<file path="src/rtl/adc2w_pkg.sv">
package adc2w_pkg;
    typedef enum logic [1:0] {
        S_IDLE  = 2'd0,
        S_LO    = 2'd1,
        S_HI    = 2'd2,
        S_REARM = 2'd3
    } rd_state_t;

    localparam int HDR_BITS = 3;
endpackage

</file>
<file path="src/rtl/adc2w_sync.sv">
module adc2w_sync #(
    parameter int  STAGES  = 2,
    parameter logic RST_VAL = 1'b1
) (
    input  logic clk,
    input  logic rst_n,
    input  logic d,
    output logic q
);
    generate
        if (STAGES == 0) begin : g_bypass
            assign q = d;
        end else begin : g_chain
            logic [STAGES-1:0] chain;
            always_ff @(posedge clk or negedge rst_n) begin
                if (!rst_n) chain <= {STAGES{RST_VAL}};
                else        chain <= {chain[STAGES-2+1-1:0], d} >> 0;
            end
            assign q = chain[STAGES-1];
        end
    endgenerate
endmodule

</file>
<file path="src/rtl/adc2w_reader.sv">
module adc2w_reader
    import adc2w_pkg::*;
#(
    parameter int DIV_W       = 8,
    parameter int SYNC_STAGES = 2,
    parameter int MAG_W       = 29
) (
    input  logic             clk,
    input  logic             rst_n,
    input  logic [DIV_W-1:0] half_period,
    input  logic             use_busy,
    input  logic             sdo,
    input  logic             busy,
    output logic             sck,
    output logic             res_valid,
    output logic             res_sign,
    output logic [MAG_W-1:0] res_mag,
    output logic             hdr_err
);
    localparam int FRAME_W = MAG_W + HDR_BITS;
    localparam int BIT_W   = $clog2(FRAME_W + 1);

    logic sdo_s, busy_s, ready_n;

    adc2w_sync #(.STAGES(SYNC_STAGES), .RST_VAL(1'b1)) u_sync_sdo (
        .clk(clk), .rst_n(rst_n), .d(sdo), .q(sdo_s)
    );
    adc2w_sync #(.STAGES(SYNC_STAGES), .RST_VAL(1'b1)) u_sync_busy (
        .clk(clk), .rst_n(rst_n), .d(busy), .q(busy_s)
    );

    // low on the selected line means a result is waiting
    assign ready_n = use_busy ? busy_s : sdo_s;

    rd_state_t          state, nxt;
    logic [DIV_W-1:0]   cnt, half_q;
    logic [BIT_W-1:0]   bit_cnt;
    logic [FRAME_W-1:0] shreg, word;
    logic               phase_end, last_bit, frame_done;

    assign phase_end  = ({1'b0, cnt} + 1'b1) >= {1'b0, half_q};
    assign last_bit   = bit_cnt == BIT_W'(FRAME_W - 1);
    assign word       = {shreg[FRAME_W-2:0], sdo_s};
    assign frame_done = (state == S_HI) && phase_end && last_bit;

    // next-state logic
    always_comb begin
        nxt = state;
        unique case (state)
            S_IDLE:  if (!ready_n)  nxt = S_LO;
            S_LO:    if (phase_end) nxt = S_HI;
            S_HI:    if (phase_end) nxt = last_bit ? S_REARM : S_LO;
            S_REARM: if (ready_n)   nxt = S_IDLE;
            default:                nxt = S_IDLE;
        endcase
    end

    // state register
    always_ff @(posedge clk or negedge rst_n) begin
        if (!rst_n) state <= S_IDLE;
        else        state <= nxt;
    end

    // phase timer, bit counter, shift register
    always_ff @(posedge clk or negedge rst_n) begin
        if (!rst_n) begin
            cnt     <= '0;
            half_q  <= DIV_W'(2);
            bit_cnt <= '0;
            shreg   <= '0;
        end else begin
            if (state != nxt)
                cnt <= '0;
            else if (state == S_LO || state == S_HI)
                cnt <= cnt + 1'b1;
            if (state == S_IDLE) begin
                half_q  <= half_period;
                bit_cnt <= '0;
            end else if (state == S_HI && phase_end) begin
                bit_cnt <= bit_cnt + 1'b1;
                shreg   <= word;
            end
        end
    end

    // outputs
    always_ff @(posedge clk or negedge rst_n) begin
        if (!rst_n) begin
            sck       <= 1'b0;
            res_valid <= 1'b0;
            res_sign  <= 1'b0;
            res_mag   <= '0;
            hdr_err   <= 1'b0;
        end else begin
            sck       <= (nxt == S_HI);
            res_valid <= frame_done;
            if (frame_done) begin
                res_sign <= word[FRAME_W-3];
                res_mag  <= word[MAG_W-1:0];
                hdr_err  <= word[FRAME_W-1] | word[FRAME_W-2];
            end
        end
    end

    AST_VALID_PULSE: assert property (@(posedge clk) disable iff (!rst_n)
        res_valid |=> !res_valid);
    AST_SCK_LOW_AT_VALID: assert property (@(posedge clk) disable iff (!rst_n)
        res_valid |-> !sck);
    AST_NO_SCK_WHILE_IDLE: assert property (@(posedge clk) disable iff (!rst_n)
        (state == S_IDLE) |=> !sck);
    AST_BIT_IN_FRAME: assert property (@(posedge clk) disable iff (!rst_n)
        (state == S_LO || state == S_HI) |-> (bit_cnt < BIT_W'(FRAME_W)));
    AST_REARM_HOLD: assert property (@(posedge clk) disable iff (!rst_n)
        (state == S_REARM && !ready_n) |=> (state == S_REARM));
    AST_DIV_LOCKED: assert property (@(posedge clk) disable iff (!rst_n)
        (state != S_IDLE) |=> $stable(half_q));
endmodule

</file>
<file path="config.mk">
export PLATFORM = sky130hd
export DESIGN_NAME = adc2w_reader
export DESIGN_NICKNAME = d
export VERILOG_FILES = /design/src/rtl/adc2w_pkg.sv /design/src/rtl/adc2w_sync.sv /design/src/rtl/adc2w_reader.sv
export SDC_FILE = /design/constraint.sdc
export NUM_CORES = 1
export LEC_CHECK = 0
export ABC_AREA = 1
export BUFFER_PORTS_ARGS = -buffer_cell sky130_fd_sc_hd__buf_4
export CAP_MARGIN = 15
export CORE_ASPECT_RATIO = 2
export CORE_MARGIN = 1
export CORE_UTILIZATION = 60
export CTS_BUF_LIST = sky130_fd_sc_hd__clkbuf_8
export CTS_CLUSTER_DIAMETER = 120
export DETAILED_ROUTE_END_ITERATION = 8
export GPL_TIMING_DRIVEN = 0
export PLACE_DENSITY = 0.9
export SKIP_LAST_GASP = 1
export SLEW_MARGIN = 20
export SYNTH_ARGS = -nofsm -noshare
export SYNTH_HDL_FRONTEND = slang
export SYNTH_SLANG_ARGS = --single-unit
</file>
<file path="constraint.sdc">
create_clock -name clk -period 3.2 [get_ports clk]
set_input_delay 0.64 -clock clk [delete_from_list [all_inputs] [get_ports clk]]
set_output_delay 0.64 -clock clk [all_outputs]
set_load 0.01 [all_outputs]
</file>
==> impl_metrics.csv, run 1 <==
group,metric,value,unit
clock_network,clock-sinks,92,
final_layout,num-nets-final,511,
synth,synthDistinctLibCells,36,
sta,fin_crit_sh,0.874,
critical_path,reg2reg_to,"shreg[12]",
floorplanning,coreArea,0.00636,mm2
clock_network,cts-root-buf,"clkbuf_8",
sta,finalCriticalPeriod,2.80,ns
synth,synth-seq-cells,92,
critical_path,crit_arrival,3.03,ns
status,outcome,"completed",
sta,slew_viol_final,0,
sta,hold_viol,0,
routing,viasPerCell,5.26,
global_route,grt_pass1_wl,13600,um
synth,synth_seq_area_share,0.580,
synth,ys_warn_count,0,
final_layout,multi_input_area,0.00135,mm2
place,gp_congestion,0.833,
clock_network,hold_buffers,0,
floorplanning,die_w,59.6,um
global_route,gr-total-overflow,0,
sta,setup_viol,0,
critical_path,path_class,"flop to flop",
final_layout,final_layout_size_suffix_gt1_frac,0.182,
routing,avgRoutedWirePerCell,14.3,um
final_layout,num_antenna_cells,0,
place,port-buffer-count,45,
power_and_ir_drop,power_density,694,mW/mm2
clock_network,clockBufferDepth,2,
sta,worst_pin_slew,0.798,ns
clock_network,cts_buffers,9,
floorplanning,io_pins,46,
final_layout,nFillCells,460,
synth,syn_area,0.00398,mm2
clock_network,cts.reportedPaths.clkPinSlew,0.08,ns
floorplanning,fp.dieH,117,um
critical_path,rr_startpoint,"cnt[0]",
critical_path,rr_worst_depth,16,
power_and_ir_drop,p_comb_frac,0.309,
final_layout,syn2layout_area_growth,16.7,%
floorplanning,initial_core_util,0.626,
sta,rsz0062_at_grt,"no",
routing,ant_nets,0,
power_and_ir_drop,internal_power,2.09,mW
power_and_ir_drop,p_sw,1.14,mW
sta,max_freq,358,MHz
global_route,grt_usage,0.270,
synth,synth_edf_count,0,
synth,synth.avg_cell_area,9.30,um2
clock_network,cts_setup_buffers,0,
critical_path,r2r_slack,0.40,ns
floorplanning,rows,41,
final_layout,regArea,0.00231,mm2
power_and_ir_drop,ir_worst_vdd,0.000429,V
place,hpwlAfterDp,6010,um
routing,drtIter0Drc,164,
hold_path,hp-class,"input pin to asynchronous set/reset pin",
critical_path,worstSetupEndpointType,"flop",
clock_network,cts_tree,"done",
sta,holdWs,0.334,ns
sta,worst_slew_margin_rel,0.468,
critical_path,startpoint_type,"flop",
critical_path,worstPathRequired,3.43,ns
global_route,grt_antenna_before_repair,0,
routing,num_vias,3023,
routing,drc_errors,0,
global_route,grt_pass1_vias,3166,
clock_network,cts.htree.levels,3,
synth,syn_nets,455,
routing,wl,8200,um
sta,skew,0.0144,ns
global_route,grt_max_degree,93,
power_and_ir_drop,p_sw_frac,0.353,
floorplanning,die_area,0.00698,mm2
critical_path,cp_max_fo,10,
job,drv_cap,0,
synth,ys.flop_type,"dfrtp_1",
power_and_ir_drop,power.leakage,2.33,nW
clock_network,insertion_delay,0.37,ns
routing,dr.pass1.iters,4,
power_and_ir_drop,seq_power_share,0.428,
synth,synth_async_sr_flop_share,1.00,
clock_network,cts.repair.resized,0,
power_and_ir_drop,pwr-share-clk,0.264,
sta,fin_tns_setup,0,ns
synth,synthCells,428,
## cell families (layout without fill, tap and decap cells)
| group | count (synthesis) | in the layout | share of synthesized area |
|---|---|---|---|
| flip-flops | 92 | 92 | 0.580 |
| adder cells (fa/ha/maj) | 14 | 14 | 0.0440 |
| AO/OA/AOI/OAI | 91 | 91 | 0.118 |
| AND/OR/NAND/NOR | 142 | 142 | 0.156 |
| buffers and inverters | 80 | 141 | 0.0817 |
| multiplexers | 2 | 2 | 0.00503 |
| XOR/XNOR | 7 | 7 | 0.0154 |
## cell usage after synthesis (all sizes together), types with 3 or more instances
cell type,instances,area [um2]
buf,12,70.1
xor2,5,43.8
dfrtp,87,2180
nand3,12,77.6
o21ai,79,395
inv,64,240
clkbuf,3,11.3
dfstp,5,131
ha,14,175
a21oi,5,25.0
nand2,110,430
nor2,14,70.1
## registers in the layout, summed over array words and instances (netlist names)
register                   flops
res_sign                       1
res_mag                       29
u_sync_sdo.g_chain.chain       2
cnt                            8
state                          2
shreg                         31
res_valid                      1
half_q                         8
bit_cnt                        6
sck                            1
u_sync_busy.g_chain.chain      2
hdr_err                        1
## power groups by stage
stage               clock, mW  sequential, mW  combinational [mW]
global placement            0            1.39               0.931
finish                  0.851            1.38               0.995
floorplan                   0            1.38               0.735
CTS                     0.869            1.38                1.00
detailed placement          0            1.40               0.991
global route            0.898            1.39                1.13
## cells in the final DEF (no fill, tap or decap), drive strengths merged
master and count:
buf 57, o21ai 79, a21o 1, o21bai 1
a31oi 2, nand4 1, clkbuf 13, o22ai 1
a21oi 5, mux2i 2, nand2 110, xnor2 2
nand3b 1, nand3 12, nor2 14, nor4 1
a31o 1, and3 1, xor2 5, nor3 2
inv 65, ha 14, clkinv 4, o211ai 1
dfstp 5, dfrtp 87, bufinv 2
## worst max path at each step
stage                     depth (start not counted)  slack, ns         to    from
after CTS                                        16       0.40  shreg[12]  cnt[0]
after detailed placement                         16       0.41  shreg[18]  cnt[0]
after global routing                             16       0.09  shreg[18]  cnt[0]
after global placement                           16       0.55  shreg[15]  cnt[0]
final                                            16       0.40  shreg[12]  cnt[0]
after floorplan                                  19       0.88     cnt[5]  cnt[0]
## routing by layer
metal,up-vias,GRT usage,wire [um]
met5,-,0,0
met4,0,0.188,292
met3,25,0.0571,279
met2,80,0.476,4680
met1,1458,0.276,2950
li1,1460,-,-
## critical path, stage by stage, from the launching register on
cell and delay (ns):
dfrtp_1 0.43, ha_1 0.23, nand3_2 0.12, xor2_1 0.18, ha_1 0.30, nand2_1 0.05
inv_1 0.06, nand3_1 0.06, nand3_1 0.10, nand2_1 0.06, nand2_1 0.07, nand2_1 0.09
nand2_2 0.11, nand2_4 0.11, nor2_4 0.20, clkbuf_1 0.36, o21ai_0 0.14
## stage by stage
stage	instances	area [um2]	power, mW	util	worst slack (ns)
2_1_floorplan	428	3980	2.11	-	0.883
3_3_place_gp	559	4430	2.32	0.696	0.547
3_5_place_dp	559	4430	2.39	0.696	0.408
4_1_cts	575	4640	3.25	0.730	0.396
5_1_grt	575	4650	3.42	0.730	0.0944
6_report	575	4650	3.23	0.730	0.405
## final cells by class
type                    instances  area share
clock buffers                  10      0.0296
repair buffers                 45      0.0735
plain buffers                  15      0.0175
well taps                      86      0.0232
inverters                      65      0.0525
flip-flops and latches         92       0.497
clock inverters                 6      0.0170
multi-input cells             256       0.290
Power figures use the tool's default switching activity.
==> inputs of run 2 (changes only) <==
--- a/config.mk
+++ b/config.mk
@@ -20,4 +20,5 @@
 export SLEW_MARGIN = 20
 export SYNTH_ARGS = -nofsm -noshare
 export SYNTH_HDL_FRONTEND = slang
+export SYNTH_HIERARCHICAL = 1
 export SYNTH_SLANG_ARGS = --single-unit
==> run 2 against run 1 <==
Net effect: first-iteration DRC count is 11% higher; area after synthesis is 0.41% lower; critical endpoint is now shreg[10]; largest power group unchanged; design area is 0.48% lower.
==> impl_metrics.csv, run 2 <==
group,metric,value,unit
synth,ys.flop_type,"dfrtp_1",
synth,yosys-top-cells-area,"dfrtp_1 55%, nand2_1 11%, o21ai_0 5.9%, inv_1 5.8%, ha_1 4.4%",
synth,yosysMostFrequentCell,"nand2_1",
global_route,grt_max_degree,93,
final_layout,num-nets-final,510,
place,placed_area,0.00441,mm2
global_route,grt_pass1_vias,3135,
place,dp_slack,0.447,ns
clock_network,cts_tree,"done",
clock_network,cts.htree.levels,3,
final_layout,final_common_cell,"nand2_1",
clock_network,clock-sinks,92,
routing,ant_nets,0,
sta,holdWs,0.329,ns
floorplanning,io_pins,46,
final_layout,final_layout_size_suffix_gt1_frac,0.184,
critical_path,crit_arrival,3.09,ns
final_layout,stdcell_area,0.00462,mm2
routing,wl,8240,um
sta,max_freq,348,MHz
sta,finalCriticalPeriod,2.87,ns
routing,drtIter0Drc,182,
power_and_ir_drop,power.leakage,2.32,nW
sta,slew_viol_final,0,
synth,synth_edf_count,0,
sta,fin_tns_setup,0,ns
clock_network,cts_setup_buffers,0,
synth,syn_nets,454,
synth,yosys-top-cells-count,"111 x nand2_1, 87 x dfrtp_1, 61 x inv_1",
clock_network,clockBufferDepth,2,
final_layout,nFillCells,453,
sta,fin_crit_sh,0.897,
synth,synthCells,427,
final_layout,num_antenna_cells,0,
critical_path,worstPathRequired,3.42,ns
final_layout,largest_register_ff_count,31,
sta,worst_slew_margin_rel,0.472,
synth,netlist.area_leader.share,0.549,
routing,num_vias,3021,
place,gp_congestion,0.779,
synth,synth-seq-cells,92,
synth,synth_seq_area_share,0.582,
floorplanning,initial_core_util,0.623,
status,outcome,"completed",
routing,avgRoutedWirePerCell,14.3,um
synth,syn_area,0.00396,mm2
critical_path,cp_max_fo,10,
critical_path,startpoint_type,"flop",
synth,synth_top_cell_by_area,"dfrtp_1",
synth,ys_warn_count,6,
floorplanning,coreArea,0.00636,mm2
synth,synth_async_sr_flop_share,1.00,
floorplanning,die_area,0.00696,mm2
sta,skew,0.00910,ns
synth,synth.avg_cell_area,9.28,um2
routing,dr.pass1.iters,4,
global_route,grt_usage,0.274,
routing,drc_errors,0,
sta,rsz0062_at_grt,"no",
power_and_ir_drop,ir_worst_vdd,0.000387,V
routing,viasPerCell,5.26,
sta,worst_pin_slew,0.791,ns
floorplanning,rows,41,
final_layout,regArea,0.00231,mm2
global_route,gr-total-overflow,0,
clock_network,insertion_delay,0.36,ns
clock_network,cts_buffers,9,
final_layout,final_cell_mix,"111 x nand2_1, 87 x dfrtp_1, 61 x inv_1, 47 x o21ai_0, 44 x buf_4",
clock_network,cts.reportedPaths.clkPinSlew,0.08,ns
hold_path,hp-class,"input pin to asynchronous set/reset pin",
sta,setup_viol,0,
clock_network,hold_buffers,0,
place,hpwlAfterDp,5890,um
final_layout,fin_util,0.727,
place,port-buffer-count,45,
global_route,grt_pass1_wl,14000,um
critical_path,worstSetupEndpointType,"flop",
sta,hold_viol,0,
floorplanning,die_w,59.5,um
floorplanning,fp.dieH,117,um
final_layout,multi_input_area,0.00135,mm2
final_layout,reg_top3,"shreg x31, res_mag x29",
power_and_ir_drop,power_density,434,mW/mm2
sta,worst_slack,0.330,ns
clock_network,cts.repair.resized,0,
global_route,grt_antenna_before_repair,0,
final_layout,syn2layout_area_growth,16.6,%
job,drv_cap,0,
synth,synthDistinctLibCells,27,
critical_path,path_class,"flop to flop",
clock_network,cts-root-buf,"clkbuf_8",
final_layout,max_flop_register,"shreg",
run 2: cell count changes in the layout (fill, tap and decap cells not counted), moves of 3 or more:
cell | previous run | this run
nand2_2 | 1 | 4
buf_2 | 8 | 12
nor2_1 | 11 | 15
buf_4 | 48 | 44
nand2_1 | 107 | 111
run 2: worst max-delay path, cell delays in order, from the launching register on:
cell	delay [ns]
dfrtp_1	0.42
ha_1	0.23
nand3_2	0.13
xor2_1	0.19
ha_1	0.31
nand2_1	0.07
nor2_1	0.10
nand2_1	0.06
nand3_1	0.12
nand2_1	0.07
nand2_1	0.07
nand2_1	0.10
nand2_2	0.10
nand2_4	0.11
nor2_4	0.16
clkbuf_1	0.34
o21ai_0	0.17
run 2: cell type report:
| type | instances | share of cell area |
|---|---|---|
| timing repair buffer | 45 | 0.0739 |
| tap | 86 | 0.0233 |
| clock inverter | 5 | 0.0127 |
| inverter | 62 | 0.0503 |
| clock buffer | 11 | 0.0327 |
| sequential | 92 | 0.499 |
| buffer | 15 | 0.0154 |
| multi-input combinational | 258 | 0.292 |
run 2: logic make-up (layout without fill, tap and decap cells):
group,after synthesis,in the layout,synth area share
AOI/OAI and AO/OA,83,83,0.105
xor gates and xnor gates,9,9,0.0199
adders and majority gates,14,14,0.0442
buffers and inverters,77,138,0.0767
DFF,92,92,0.582
muxes,3,3,0.00758
and+or+nand+nor,149,149,0.164
run 2: final timing paths:
| kind | from | cells past startpoint | to | slack [ns] |
|---|---|---|---|---|
| setup / recovery | cnt[0] | 16 | shreg[10] | 0.33 |
| hold / removal | rst_n | 1 | half_q[2] | 0.33 |
| setup reg to reg | cnt[0] | 16 | shreg[10] | 0.33 |
| hold reg to reg | u_sync_sdo/g_chain.chain[0] | 0 | u_sync_sdo/g_chain.chain[1] | 0.36 |
| max in group asynchronous | rst_n | 1 | shreg[1] | 2.33 |
| min in group clk | u_sync_sdo/g_chain.chain[0] | 0 | u_sync_sdo/g_chain.chain[1] | 0.36 |
run 2: stage by stage:
step | power (mW) | std cells
2_1_floorplan | 1.19 | 427
3_3_place_gp | 1.22 | 558
3_5_place_dp | 1.23 | 558
4_1_cts | 2.02 | 574
5_1_grt | 2.07 | 574
6_report | 2.01 | 574
run 2: routing by layer:
metal / vias up / routed length (um) / global-route usage
li1: 1452 / - / -
met3: 21 / 280 / 0.0527
met5: - / 0 / 0
met2: 69 / 4720 / 0.488
met1: 1479 / 2990 / 0.300
met4: 0 / 244 / 0.141
run 2: power by group:
part	internal [mW]	leakage, nW	switching (mW)
Combinational	0.0101	1.00	0.0244
Sequential	1.17	1.21	0.00101
Clock	0.405	0.102	0.402
Total	1.58	2.32	0.427
